## src/rtl/smr_pkg.sv

```systemverilog
package smr_pkg;
  typedef enum logic [1:0] {
    MODE_CLOSE = 2'b00,
    MODE_OPEN  = 2'b01,
    MODE_LOCK  = 2'b10,
    MODE_PROT  = 2'b11
  } smr_mode_e;

  localparam int unsigned CTL_W     = 8;
  localparam int unsigned BIT_RDEN  = 7;
  localparam int unsigned BIT_WREN  = 6;
  localparam int unsigned BIT_MODEH = 5;
  localparam int unsigned BIT_MODEL = 4;
  localparam int unsigned BIT_RELOC = 3;
  localparam logic [CTL_W-1:0] CTL_MASK  = 8'hFC;
  localparam logic [CTL_W-1:0] CTL_RESET = 8'h08;
endpackage

```

## src/rtl/smr_ctl_reg.sv

```systemverilog
module smr_ctl_reg #(
  parameter int unsigned W = 8,
  parameter logic [W-1:0] MASK = '1,
  parameter logic [W-1:0] RST_VAL = '0
) (
  input  logic         clk,
  input  logic         rst,
  input  logic         we,
  input  logic [W-1:0] wdata,
  output logic [W-1:0] q
);
  always_ff @(posedge clk) begin
    if (rst)     q <= RST_VAL & MASK;
    else if (we) q <= wdata & MASK;
  end

  a_r2_mask_kept: assert property (@(posedge clk) disable iff (rst)
    we |=> (q == ($past(wdata) & MASK)));
endmodule

```

## src/rtl/smr_win_match.sv

```systemverilog
module smr_win_match #(
  parameter int unsigned AW = 32,
  parameter logic [AW-1:0] BASE = '0,
  parameter logic [AW-1:0] SIZE = 'h1000
) (
  input  logic [AW-1:0] addr,
  output logic          hit,
  output logic [AW-1:0] offset
);
  localparam logic [AW:0] LO = {1'b0, BASE};
  localparam logic [AW:0] HI = {1'b0, BASE} + {1'b0, SIZE};

  always_comb begin
    hit    = ({1'b0, addr} >= LO) && ({1'b0, addr} < HI);
    offset = addr - BASE;
  end
endmodule

```

## src/rtl/smr_legacy_policy.sv

```systemverilog
module smr_legacy_policy
  import smr_pkg::*;
(
  input  logic      rd_en,
  input  logic      wr_en,
  input  smr_mode_e mode,
  input  logic      is_write,
  input  logic      is_code,
  input  logic      smm,
  output logic      allow
);
  logic dir_en;

  always_comb begin
    dir_en = is_write ? wr_en : rd_en;
    unique case (mode)
      MODE_OPEN:  allow = dir_en;
      MODE_PROT:  allow = dir_en && smm;
      default:    allow = dir_en && smm && !is_write && is_code;
    endcase
  end
endmodule

```

## src/rtl/smr_route_top.sv

```systemverilog
module smr_route_top
  import smr_pkg::*;
#(
  parameter int unsigned AW = 32,
  parameter logic [AW-1:0] LEG_BASE = 32'h000A_0000,
  parameter logic [AW-1:0] LEG_SIZE = 32'h0002_0000,
  parameter logic [AW-1:0] REL_BASE = 32'h000A_8000,
  parameter logic [AW-1:0] REL_SIZE = 32'h0000_8000,
  parameter logic [AW-1:0] REL_DEST = 32'h0003_8000
) (
  input  logic             clk,
  input  logic             rst,
  input  logic             cfg_we,
  input  logic [CTL_W-1:0] cfg_wdata,
  output logic [CTL_W-1:0] cfg_rdata,
  input  logic [AW-1:0]    cyc_addr,
  input  logic             cyc_write,
  input  logic             cyc_code,
  input  logic             smm_act,
  output logic             dram_sel,
  output logic [AW-1:0]    dram_addr
);
  logic [CTL_W-1:0] ctl;
  logic             leg_hit, rel_hit, leg_ok, rel_on;
  logic [AW-1:0]    leg_off, rel_off;
  smr_mode_e        mode;

  smr_ctl_reg #(.W(CTL_W), .MASK(CTL_MASK), .RST_VAL(CTL_RESET)) u_ctl (
    .clk(clk), .rst(rst), .we(cfg_we), .wdata(cfg_wdata), .q(ctl)
  );

  smr_win_match #(.AW(AW), .BASE(LEG_BASE), .SIZE(LEG_SIZE)) u_leg_win (
    .addr(cyc_addr), .hit(leg_hit), .offset(leg_off)
  );

  smr_win_match #(.AW(AW), .BASE(REL_BASE), .SIZE(REL_SIZE)) u_rel_win (
    .addr(cyc_addr), .hit(rel_hit), .offset(rel_off)
  );

  assign mode   = smr_mode_e'(ctl[BIT_MODEH:BIT_MODEL]);
  assign rel_on = ctl[BIT_RELOC] && rel_hit;

  smr_legacy_policy u_pol (
    .rd_en(ctl[BIT_RDEN]), .wr_en(ctl[BIT_WREN]), .mode(mode),
    .is_write(cyc_write), .is_code(cyc_code), .smm(smm_act), .allow(leg_ok)
  );

  always_comb begin
    if (rel_on) begin
      dram_sel  = 1'b1;
      dram_addr = REL_DEST + rel_off;
    end else if (leg_hit && leg_ok) begin
      dram_sel  = 1'b1;
      dram_addr = LEG_BASE + leg_off;
    end else begin
      dram_sel  = 1'b0;
      dram_addr = '0;
    end
  end

  assign cfg_rdata = ctl;

  a_r3_outside_unclaimed: assert property (@(posedge clk) disable iff (rst)
    ((cyc_addr < LEG_BASE) || (cyc_addr >= LEG_BASE + LEG_SIZE)) |-> !dram_sel);

  a_r4_dir_disabled: assert property (@(posedge clk) disable iff (rst)
    (!(cfg_rdata[BIT_RELOC] && cyc_addr >= REL_BASE && cyc_addr < REL_BASE + REL_SIZE) &&
     !(cyc_write ? cfg_rdata[BIT_WREN] : cfg_rdata[BIT_RDEN])) |-> !dram_sel);

  a_r6_protect_outside_smm: assert property (@(posedge clk) disable iff (rst)
    (cfg_rdata[BIT_MODEH:BIT_MODEL] == 2'b11 && !smm_act &&
     !(cfg_rdata[BIT_RELOC] && cyc_addr >= REL_BASE && cyc_addr < REL_BASE + REL_SIZE))
    |-> !dram_sel);

  a_r8_reloc_target: assert property (@(posedge clk) disable iff (rst)
    (cfg_rdata[BIT_RELOC] && cyc_addr >= REL_BASE && cyc_addr < REL_BASE + REL_SIZE)
    |-> (dram_sel && dram_addr == cyc_addr - REL_BASE + REL_DEST));

  a_r10_idle_addr_zero: assert property (@(posedge clk) disable iff (rst)
    !dram_sel |-> (dram_addr == '0));
endmodule

```

## config.mk

```make
export PLATFORM = sky130hd
export DESIGN_NAME = smr_route_top
export DESIGN_NICKNAME = d
export VERILOG_FILES = /design/src/rtl/smr_pkg.sv /design/src/rtl/smr_ctl_reg.sv /design/src/rtl/smr_win_match.sv /design/src/rtl/smr_legacy_policy.sv /design/src/rtl/smr_route_top.sv
export SDC_FILE = /design/constraint.sdc
export NUM_CORES = 1
export LEC_CHECK = 0
export BUFFER_PORTS_ARGS = -buffer_cell sky130_fd_sc_hd__buf_2
export CAP_MARGIN = 20
export CORE_MARGIN = 2
export CORE_UTILIZATION = 32
export DETAILED_ROUTE_END_ITERATION = 12
export GPL_TIMING_DRIVEN = 0
export PLACE_DENSITY = 0.79
export SLEW_MARGIN = 25
export SYNTH_ARGS = -nofsm -noshare
export SYNTH_HDL_FRONTEND = slang
export SYNTH_SLANG_ARGS = --single-unit
```

## constraint.sdc

```tcl
create_clock -name clk -period 1.6 [get_ports clk]
set_input_delay 0.16 -clock clk [delete_from_list [all_inputs] [get_ports clk]]
set_output_delay 0.16 -clock clk [all_outputs]
set_load 0.05 [all_outputs]
```

==> out/results.ini <==
[synth]
synth_top_family_by_area = simple AND/OR/NAND/NOR gates
ys_seq_area_frac = 0.167
synth_top_area_cell = buf_4
yosys.area_share.adder = 0.0347
synth_seq_cells = 6
syn_avg_cell_area_um2 = 8.28
synth.area.top_cells = buf_4, dfxtp_1, and2_1
synth_compound_area_frac = 0.142
syn_inst = 87
synth_top_area_frac = 0.177
yosysWarnings = 0
syn_area_um2 = 721
synth_mux_area_frac = 0.0833
synth-simple-area-share = 0.349
yosys.cell_types.count = 28
synth_xor_area_frac = 0

[cts]
clk_latency_ns = 0.24
cts-buffers-inserted = 3
clkSinkCount = 6
clk_pin_slew_ns = 0.05
htree_num_levels = 1
cts_root_buf = clkbuf_4
cts_buffer_depth = 2
cts_tree = yes

[final_layout]
largest_reg_flops = 6
top_register = u_ctl.q
post-route-cell-area_um2 = 1690
layout-drive-gt1-share = 0.749
syn_to_final_growth_pct = 135
multi_input_area_um2 = 668
final_util = 0.780
regArea_um2 = 128
largestRegisters = u_ctl.q x6
fin_cells = 215
fillers = 135
final_nets = 236
antenna_cells = 0

[setup_path]
crit_type = reg2out
ff2ff_path_depth = 2
reg2reg_from = u_ctl.q[3]
critPathArrivalTime_ns = 1.87
cp_max_fo = 6
r2r_slack_ns = 0.82
critPathLaunchType = register
end_kind = output pin
reg2reg_to = u_ctl.q[3]
crit_required_ns = 1.44

[sta]
drv_slew = 0
max_freq_ghz = 0.492
tns_ns = -7.64
rsz0062_at_grt = true
hold_viol = 0
period_minus_slack_ns = 2.03
fin_skew_ns = 0
finalCritPeriodShare = 1.27
setup_ws_ns = -0.434
setup_viol = 20

[placed_design]
placedCellCount = 197
io_buffers = 68
place_hpwl_um = 1880
place_area_um2 = 1260
place_congestion = 0.709

[hold_path]
min_from = cfg_wdata[3]
whs_endpoint = u_ctl.q[3]
hold_depth = 2
hp-class = in2reg

[floorplan]
initial_utilization = 0.332
die_w_um = 51.5
num_rows = 17
die_y_um = 51.5
dieArea_um2 = 2650
boundaryPins = 87
core_region_area_um2 = 2170

[global_route]
antenna_found_initial = 0
overflow = 0
grt_max_degree = 8
grt_pass1_vias = 988
grt_usage = 0.214
grt_pass1_wl_um = 4220

[power_and_ir_drop]
power.density_nw_per_um2 = 365
leakagePower_nw = 0.875
ir_drop_uv = 529

[run_status]
failed_checks = setup timing
outcome = finished with violations

[drt]
routedWlPerCell_um = 13.2
detail-route-antenna-nets = 0
drt-initial-drc-count = 3
routed_wl_um = 2840
routed_via_density = 4.43
dr.pass1.iters = 4
via_count = 953
drc = 0

[flow_run]
max_cap_viol_count = 0

==> how the worst max path moves through the flow <==
stage	slack (ns)	startpoint	cells after the start	end
floorplan	-0.14	cyc_addr[26]	6	dram_addr[10]
global placement	-0.47	cyc_addr[30]	8	dram_addr[14]
detailed placement	-0.52	cyc_addr[30]	8	dram_addr[11]
CTS	-0.43	u_ctl.q[4]	8	dram_addr[9]
global route	-0.52	cyc_addr[22]	9	dram_addr[9]
finish	-0.43	u_ctl.q[4]	8	dram_addr[9]
==> worst max-delay path, stage by stage, from the launching register on <==
cell and delay, ns:
dfxtp_4 0.36, o21ai_1 0.07, o21a_1 0.19, a2111oi_4 0.30, a22o_4 0.19, buf_8 0.11
buf_6 0.11, and2_4 0.16, buf_8 0.14
==> cells in the mapped netlist (all sizes together) <==
library cell	instances
nand2	3
nand3	1
clkbuf	1
o31ai	2
inv	4
o2bb2ai	1
nor2	7
dfxtp	6
nor2b	1
nand4	2
a22o	1
a2111oi	1
a21oi	1
nor3	2
mux2i	6
a21o	1
o21ai	1
a211o	1
o21a	1
ha	2
buf	18
nor4b	1
nor4	5
and2	17
conb	1
==> power by group <==
group	leakage, nW	internal, W	switching, W	total [W]
sequential	0.0507	0.000160	0.00000712	0.000167
combinational	0.809	0.000107	0.000192	0.000300
clock	0.0150	0.0000946	0.0000565	0.000151
==> area by class of cell <==
class | instances | share of cell area
multi-input combinational | 72 | 0.395
buffer | 19 | 0.0865
inverter | 4 | 0.00888
sequential | 6 | 0.0754
tap | 28 | 0.0207
timing repair buffer | 82 | 0.398
clock buffer | 4 | 0.0155
==> what timing repair did <==
item | CTS | global route
gates cloned | 0 | 0
resized for setup | 77 | 7
hold buffers | 0 | 0
buffers inserted | 9 | 6
pin swaps | 11 | 12
endpoints found under the hold margin | 0 | 0
setup endpoints to repair | 20 | 20
==> cells in the final DEF (no fill, tap or decap), types with 4 or more instances in the layout <==
master   netlist  final
and2_4         0     17
conb_1         1     15
mux2i_1        6      5
nor4_4         0      4
nor2_1         7      6
buf_6          1     10
inv_1          4      4
buf_4         17     29
buf_8          0     18
buf_2          0     43
==> metal layers <==
metal	wire (µm)	share of wire	GRT usage
met2	1620	0.57	0.442
met3	267	0.094	0.0468
met5	0	0	0
met1	936	0.33	0.191
met4	21	0.0074	0.0877
==> logic make-up after synthesis <==
| kind of cell | after synthesis |
|---|---|
| compound gates | 10 |
| fa+ha+maj | 2 |
| buf+inv | 23 |
| flops | 6 |
| mux | 6 |
| other cells | 1 |
| simple gates | 39 |
==> metrics by stage <==
| stage | setup slack (ns) | total power (W) | hold WS (ns) |
|---|---|---|---|
| 3_5_place_dp | -0.521 | 0.000439 | 0.378 |
| 6_report | -0.434 | 0.000618 | 0.126 |
| 5_1_grt | -0.520 | 0.000653 | 0.126 |
| 4_1_cts | -0.428 | 0.000615 | 0.118 |
| 3_3_place_gp | -0.470 | 0.000433 | 0.372 |
| 2_1_floorplan | -0.139 | 0.000353 | 0.223 |
Power figures use the tool's default switching activity.
